<file path="config.mk">
export PLATFORM = sky130hd
export DESIGN_NAME = wdog_timer
export DESIGN_NICKNAME = d
export VERILOG_FILES = /design/src/rtl/wdog_pkg.sv /design/src/rtl/wdog_counter.sv /design/src/rtl/wdog_regport.sv /design/src/rtl/wdog_action.sv /design/src/rtl/wdog_timer.sv
export SDC_FILE = /design/constraint.sdc
export NUM_CORES = 1
export LEC_CHECK = 0
export ABC_AREA = 1
export ABC_CLOCK_PERIOD_IN_PS = 1850
export BUFFER_PORTS_ARGS = -buffer_cell sky130_fd_sc_hd__buf_2
export CORE_MARGIN = 5
export CORE_UTILIZATION = 50
export CTS_CLUSTER_DIAMETER = 30
export DETAILED_ROUTE_END_ITERATION = 7
export PLACE_DENSITY = 0.85
export SLEW_MARGIN = 25
export SYNTH_ARGS = -nofsm -noshare
export SYNTH_HDL_FRONTEND = slang
export SYNTH_HIERARCHICAL = 1
export SYNTH_SLANG_ARGS = --single-unit
</file>
<file path="constraint.sdc">
create_clock -name clk -period 1.85 [get_ports clk]
set_clock_uncertainty 0.15 [all_clocks]
set_input_delay 0.0925 -clock clk [delete_from_list [all_inputs] [get_ports clk]]
set_output_delay 0.0925 -clock clk [all_outputs]
set_load 0.05 [all_outputs]
</file>
<file path="src/rtl/wdog_pkg.sv">
package wdog_pkg;
  localparam int ACT_W = 2;

  typedef enum logic [ACT_W-1:0] {
    ACT_NONE    = 2'd0,
    ACT_IRQ     = 2'd1,
    ACT_NMI     = 2'd2,
    ACT_CHIPRST = 2'd3
  } wdog_act_e;

  localparam logic ADDR_COUNT = 1'b0;
  localparam logic ADDR_CTRL  = 1'b1;
endpackage

</file>
<file path="src/rtl/wdog_counter.sv">
module wdog_counter #(
  parameter int CNT_W = 32
) (
  input  logic             clk,
  input  logic             rst_n,
  input  logic             load_i,
  input  logic [CNT_W-1:0] load_val_i,
  input  logic             tick_i,
  output logic [CNT_W-1:0] cnt_o,
  output logic             expire_o
);
  logic [CNT_W-1:0] cnt_q;
  logic             nonzero;

  assign nonzero  = |cnt_q;
  // expiry only on a tick stepping 1 -> 0; a load overrides the tick
  assign expire_o = tick_i && !load_i && (cnt_q == CNT_W'(1));
  assign cnt_o    = cnt_q;

  always_ff @(posedge clk or negedge rst_n) begin
    if (!rst_n) begin
      cnt_q <= '0;
    end else if (load_i) begin
      cnt_q <= load_val_i;
    end else if (tick_i && nonzero) begin
      cnt_q <= cnt_q - CNT_W'(1);
    end
  end

  assert_load_R2: assert property (@(posedge clk) disable iff (!rst_n)
    load_i |=> cnt_o == $past(load_val_i));
  assert_dec_R3: assert property (@(posedge clk) disable iff (!rst_n)
    (tick_i && !load_i && cnt_o != '0) |=> cnt_o == $past(cnt_o) - CNT_W'(1));
  assert_floor_R3: assert property (@(posedge clk) disable iff (!rst_n)
    (!load_i && cnt_o == '0) |=> cnt_o == '0);
  assert_hold_R3: assert property (@(posedge clk) disable iff (!rst_n)
    (!load_i && !tick_i) |=> $stable(cnt_o));
  assert_expire_R4: assert property (@(posedge clk) disable iff (!rst_n)
    expire_o |=> cnt_o == '0);
endmodule

</file>
<file path="src/rtl/wdog_regport.sv">
module wdog_regport
  import wdog_pkg::*;
#(
  parameter int DATA_W = 32
) (
  input  logic              clk,
  input  logic              rst_n,
  input  logic              we_i,
  input  logic              re_i,
  input  logic              addr_i,
  input  logic [DATA_W-1:0] wdata_i,
  input  logic [DATA_W-1:0] cnt_i,
  input  logic              cause_i,
  output logic              load_o,
  output logic [DATA_W-1:0] load_val_o,
  output wdog_act_e         act_o,
  output logic              disarm_o,
  output logic [DATA_W-1:0] rdata_o,
  output logic              rvalid_o
);
  localparam int PAD_W = DATA_W - 1 - ACT_W;

  wdog_act_e         act_q;
  logic              ctrl_we;
  logic [DATA_W-1:0] ctrl_word;
  logic [DATA_W-1:0] rdata_q;
  logic              rvalid_q;

  assign ctrl_we    = we_i && (addr_i == ADDR_CTRL);
  assign load_o     = we_i && (addr_i == ADDR_COUNT);
  assign load_val_o = wdata_i;
  assign disarm_o   = ctrl_we && (wdata_i[ACT_W-1:0] == ACT_NONE);
  assign ctrl_word  = {cause_i, PAD_W'(0), act_q};
  assign act_o      = act_q;
  assign rdata_o    = rdata_q;
  assign rvalid_o   = rvalid_q;

  always_ff @(posedge clk or negedge rst_n) begin
    if (!rst_n) begin
      act_q <= ACT_NONE;
    end else if (ctrl_we) begin
      act_q <= wdog_act_e'(wdata_i[ACT_W-1:0]);
    end
  end

  always_ff @(posedge clk or negedge rst_n) begin
    if (!rst_n) begin
      rdata_q  <= '0;
      rvalid_q <= 1'b0;
    end else begin
      rvalid_q <= re_i;
      if (re_i) begin
        rdata_q <= (addr_i == ADDR_CTRL) ? ctrl_word : cnt_i;
      end
    end
  end

  assert_rvalid_R11: assert property (@(posedge clk) disable iff (!rst_n)
    re_i |=> rvalid_o);
  assert_no_rvalid_R11: assert property (@(posedge clk) disable iff (!rst_n)
    !re_i |=> !rvalid_o);
  assert_ctrl_pad_R10: assert property (@(posedge clk) disable iff (!rst_n)
    (re_i && addr_i == ADDR_CTRL) |=> rdata_o[DATA_W-2:ACT_W] == '0);
endmodule

</file>
<file path="src/rtl/wdog_action.sv">
module wdog_action
  import wdog_pkg::*;
(
  input  logic      clk,
  input  logic      rst_n,
  input  logic      por_n,
  input  logic      expire_i,
  input  wdog_act_e act_i,
  input  logic      load_i,
  input  logic      disarm_i,
  output logic      irq_gp_o,
  output logic      irq_nmi_o,
  output logic      rst_req_o,
  output logic      cause_o
);
  localparam int N_IRQ = 2;

  logic [N_IRQ-1:0] irq_lvl;
  logic             rst_req_q;
  logic             cause_q;
  logic             fire_rst;

  // channel g serves action g+1 (interrupt, then NMI)
  for (genvar g = 0; g < N_IRQ; g++) begin : g_irq
    logic lvl_q;
    always_ff @(posedge clk or negedge rst_n) begin
      if (!rst_n) begin
        lvl_q <= 1'b0;
      end else if (load_i || disarm_i) begin
        lvl_q <= 1'b0;
      end else if (expire_i && act_i == wdog_act_e'(g + 1)) begin
        lvl_q <= 1'b1;
      end
    end
    assign irq_lvl[g] = lvl_q;
  end

  assign fire_rst = expire_i && (act_i == ACT_CHIPRST);

  always_ff @(posedge clk or negedge rst_n) begin
    if (!rst_n) begin
      rst_req_q <= 1'b0;
    end else begin
      rst_req_q <= fire_rst;
    end
  end

  // reset-cause flag lives on the power-on domain only
  always_ff @(posedge clk or negedge por_n) begin
    if (!por_n) begin
      cause_q <= 1'b0;
    end else if (fire_rst) begin
      cause_q <= 1'b1;
    end
  end

  assign irq_gp_o  = irq_lvl[0];
  assign irq_nmi_o = irq_lvl[1];
  assign rst_req_o = rst_req_q;
  assign cause_o   = cause_q;

  assert_irq_excl_R5: assert property (@(posedge clk) disable iff (!rst_n)
    $onehot0({irq_gp_o, irq_nmi_o}));
  assert_irq_drop_R6: assert property (@(posedge clk) disable iff (!rst_n)
    load_i |=> !irq_gp_o && !irq_nmi_o);
  assert_disarm_R8: assert property (@(posedge clk) disable iff (!rst_n)
    (act_i == ACT_NONE) |-> (!irq_gp_o && !irq_nmi_o));
  assert_rst_pulse_R7: assert property (@(posedge clk) disable iff (!rst_n)
    rst_req_o |=> !rst_req_o);
  assert_cause_set_R7: assert property (@(posedge clk) disable iff (!rst_n || !por_n)
    rst_req_o |-> cause_o);
  assert_cause_sticky_R9: assert property (@(posedge clk) disable iff (!por_n)
    cause_o |=> cause_o);
endmodule

</file>
<file path="src/rtl/wdog_timer.sv">
module wdog_timer
  import wdog_pkg::*;
#(
  parameter int DATA_W = 32
) (
  input  logic              clk,
  input  logic              por_n,
  input  logic              rst_n,
  input  logic              tick_en,
  input  logic              reg_we,
  input  logic              reg_re,
  input  logic              reg_addr,
  input  logic [DATA_W-1:0] reg_wdata,
  output logic [DATA_W-1:0] reg_rdata,
  output logic              reg_rvalid,
  output logic              irq_gp,
  output logic              irq_nmi,
  output logic              rst_req
);
  logic              load;
  logic [DATA_W-1:0] load_val;
  logic [DATA_W-1:0] cnt;
  logic              expire;
  logic              disarm;
  logic              cause;
  wdog_act_e         act;

  wdog_regport #(.DATA_W(DATA_W)) u_regs (
    .clk        (clk),
    .rst_n      (rst_n),
    .we_i       (reg_we),
    .re_i       (reg_re),
    .addr_i     (reg_addr),
    .wdata_i    (reg_wdata),
    .cnt_i      (cnt),
    .cause_i    (cause),
    .load_o     (load),
    .load_val_o (load_val),
    .act_o      (act),
    .disarm_o   (disarm),
    .rdata_o    (reg_rdata),
    .rvalid_o   (reg_rvalid)
  );

  wdog_counter #(.CNT_W(DATA_W)) u_cnt (
    .clk        (clk),
    .rst_n      (rst_n),
    .load_i     (load),
    .load_val_i (load_val),
    .tick_i     (tick_en),
    .cnt_o      (cnt),
    .expire_o   (expire)
  );

  wdog_action u_act (
    .clk       (clk),
    .rst_n     (rst_n),
    .por_n     (por_n),
    .expire_i  (expire),
    .act_i     (act),
    .load_i    (load),
    .disarm_i  (disarm),
    .irq_gp_o  (irq_gp),
    .irq_nmi_o (irq_nmi),
    .rst_req_o (rst_req),
    .cause_o   (cause)
  );
endmodule

</file>
==> impl_metrics.csv <==
group,metric,value,unit
routing,routed_wl,14300,µm
synthesis,syn_nets,662,
timing,max_slew.worst_pin.slew,586,ps
synthesis,synth_cell_types,27,
timing,setup_slack,-48.0,ps
die,ios,75,
power_and_ir_drop,powerDensity,999,nW/µm²
synthesis,yosys_warnings,6,
critical_path,r2r_start,"u_cnt/cnt_o[9]$_DFFE_PN0P_",
die,die_x,103,µm
timing,max_slew_margin,60.9,%
die,core-area,8300,µm²
timing,rsz0062_at_grt,"true",
synthesis,synthArstFlopShare,100,%
place,io_buffers,74,
timing,final-max-slew-violation-count,0,
die,die_h,103,µm
cts,insertion_delay,360,ps
die,die_area,10600,µm²
critical_path,path_max_fanout,5,
critical_path,crit_slowest_cell,"dfrtp_2",
place,hpwl,8680,µm
place,gp_congestion,0.925,
synthesis,synth-seq-cells,71,
timing,min_period,1900,ps
synthesis,synth.avg_cell_area,6.94,µm²
power_and_ir_drop,switching_share,38.8,%
job,drv_cap,0,
die,start_util,52.0,%
cts,htree_levels,3,
synthesis,syn_inst,621,
global_routing,grt_pass1_wl,21000,µm
status,violations,"setup timing",
power_and_ir_drop,combPwrFrac,37.9,%
routing,drc,0,
critical_path,crit_path_start_kind,"register",
routing,drtPass1Iterations,5,
synthesis,ys_top_cells_by_area,"dfrtp_1, nand2_1, nand3_1",
timing,fmax,527,MHz
synthesis,synth_edf_count,0,
synthesis,synth.most_common_cell,"nand2_1",
routing,wire_per_inst,16.6,µm
global_routing,grt_max_degree,71,
power_and_ir_drop,p_sw,2.23,mW
power_and_ir_drop,p_clk_share,27.6,%
timing,post-route-period-util,103,%
worst_hold_path,worstHoldStart,"reg_re",
routing,vias_per_cell,5.69,
cts,clk_path_buf_depth,2,
cts,cts_tree,"built",
layout,n_antenna_cell,0,
synthesis,yosysSeqAreaShare,41.2,%
power_and_ir_drop,p_leak,3.06,nW
global_routing,antenna_found_initial,0,
die,rows,33,
synthesis,synth_area,4310,µm²
critical_path,crit_path_max_incr_delay,450,ps
critical_path,cp.required,1990,ps
critical_path,end_kind,"register",
cts,clock-sinks,71,
routing,via_count,4889,
critical_path,worstSetupPathType,"register to register",
critical_path,cp.arrival,2030,ps
layout,nFillCells,616,
timing,final_hold_viol_count,0,
worst_hold_path,min_path_type,"primary input to register",
layout,drive_gt1_share,27.9,%
power_and_ir_drop,ir_drop,0.426,mV
critical_path,critical_path.startpoint,"u_cnt/cnt_o[9]$_DFFE_PN0P_",
synthesis,synth_top_area_cell,"dfrtp_1",
synthesis,synth_top_area_share,41.2,%
timing,setup_viol,16,
cts,root_buffer,"clkbuf_8",
status,status,"finished with violations",
layout,fin_nets,790,
layout,syn_to_final_growth,33.2,%
layout,final_cell_area,5740,µm²
routing,ant_nets,0,
place,placed_cell_area,4830,µm²
cts,numCtsBuffers,9,
global_routing,track_usage,25.5,%
place,post-place-ws,-144,ps
global_routing,grt_remaining_overflow,0,
routing,drt_iter0_drc,547,
synthesis,synthFlopType,"dfrtp_1",
cts,clk_pin_slew,80,ps
power_and_ir_drop,power.internal,3.51,mW
global_routing,grt_pass1_vias,4439,
critical_path,cp_cell_sequence,"nor2_4 > nand2_2 > nor2_4 > nand2_2 > nor4_4 > buf_4 > nand3_1 > a21oi_1",
power_and_ir_drop,p_seq_share,34.6,%
synthesis,synth_commonest_cells,"nand2_1, nand3_1, dfrtp_1",
## state kept, by name (all words and copies together), names as in the netlist
signal           count
u_act/irq_gp_o       1
u_act/cause_o        1
u_regs/rvalid_o      1
u_cnt/cnt_o         32
u_act/irq_nmi_o      1
u_act/rst_req_o      1
u_regs/rdata_o      32
u_regs/act_o         2
## path summary, 6_finish.rpt
check / end / slack [ps] / depth (start not counted)
min in group asynchronous: u_regs/rdata_o[9]$_DFFE_PN0P_ / 120 / 3
worst min register to register: u_regs/rdata_o[23]$_DFFE_PN0P_ / 330 / 2
worst max-delay path: u_act/irq_nmi_o$_DFFE_PN0P_ / -50 / 8
worst min-delay path: u_regs/rvalid_o$_DFF_PN0_ / 40 / 2
worst max register to register: u_act/irq_nmi_o$_DFFE_PN0P_ / -50 / 8
max in group asynchronous: u_act/cause_o$_DFFE_PN0P_ / 1050 / 3
## metal layers
layer / global-route usage [%] / wire (µm) / vias to the layer above
li1: - / - / 2195
met1: 33.1 / 5260 / 2262
met2: 41.9 / 6790 / 342
met3: 4.13 / 1390 / 90
met4: 12.2 / 816 / 0
met5: 0 / 0 / -
## power by group through the flow
stage	clock (mW)	sequential, mW	combinational (mW)
4_1_cts	1.59	1.94	1.92
2_1_floorplan	0	2.30	0.843
3_3_place_gp	0	1.95	1.75
3_5_place_dp	0	1.97	1.79
5_1_grt	1.66	2.01	2.32
6_report	1.58	1.98	2.17
## cell usage in the layout (no fill, tap or decap), types with 6 or more instances in the layout
cell type      instances
a21oi_1                7
buf_2                 74
buf_4                 53
clkbuf_8              11
dfrtp_1               68
dlygate4sd3_1         38
inv_1                 40
inv_2                  6
nand2_1              209
nand2_2               14
nand3_1              106
nand4_1                8
nor2_1                42
nor2_2                20
nor2_4                 9
o21ai_0                6
o21ai_1                7
xor2_1                 6
## critical path, delay by kind of cell (launching register included)
family                 cells  cell delay [ps]
AND/OR/NAND/NOR            6              900
flip-flops                 1              450
buffers and inverters      1              180
AO/OA/AOI/OAI              1              130
## stage by stage
| step | TNS (ps) | util (%) | total power, mW | hold slack (ps) | cells |
|---|---|---|---|---|---|
| floorplan | 0 | - | 3.15 | -353 | 621 |
| global placement | -223 | 58.2 | 3.70 | -281 | 793 |
| detailed placement | -1360 | 58.2 | 3.76 | -281 | 793 |
| CTS | -0.661 | 66.7 | 5.45 | 17.5 | 850 |
| global route | -2160 | 69.2 | 5.99 | 42.9 | 859 |
| finish | -319 | 69.2 | 5.74 | 35.2 | 859 |
## kinds of logic after synthesis
kind of cell    after synthesis  synth area share (%)
fa+ha+maj                     2                 0.580
flops                        71                  41.2
buf+inv                     101                  13.0
simple gates                418                  41.1
xor+xnor                      8                  1.63
compound gates               21                  2.52
## what timing repair did
item / in CTS / in global routing
hold buffers: 38 / 0
pin swaps: 2 / 8
setup buffers: 1 / 8
gates resized for setup: 17 / 47
setup endpoints to repair: 26 / 36
cloned: 2 / 1
endpoints found under the hold margin: 107 / 0
## area by class of cell
type                            instances  area [µm²]  area share [%]
Clock inverter                          5         104            1.81
Timing Repair Buffer                  171        1240            21.6
Clock buffer                           11         151            2.64
Inverter                               46         173            3.01
Tap cell                              105         131            2.29
Sequential cell                        71        1780            31.0
Multi-Input combinational cell        450        2160            37.6
(Power assumes the default switching activity.)
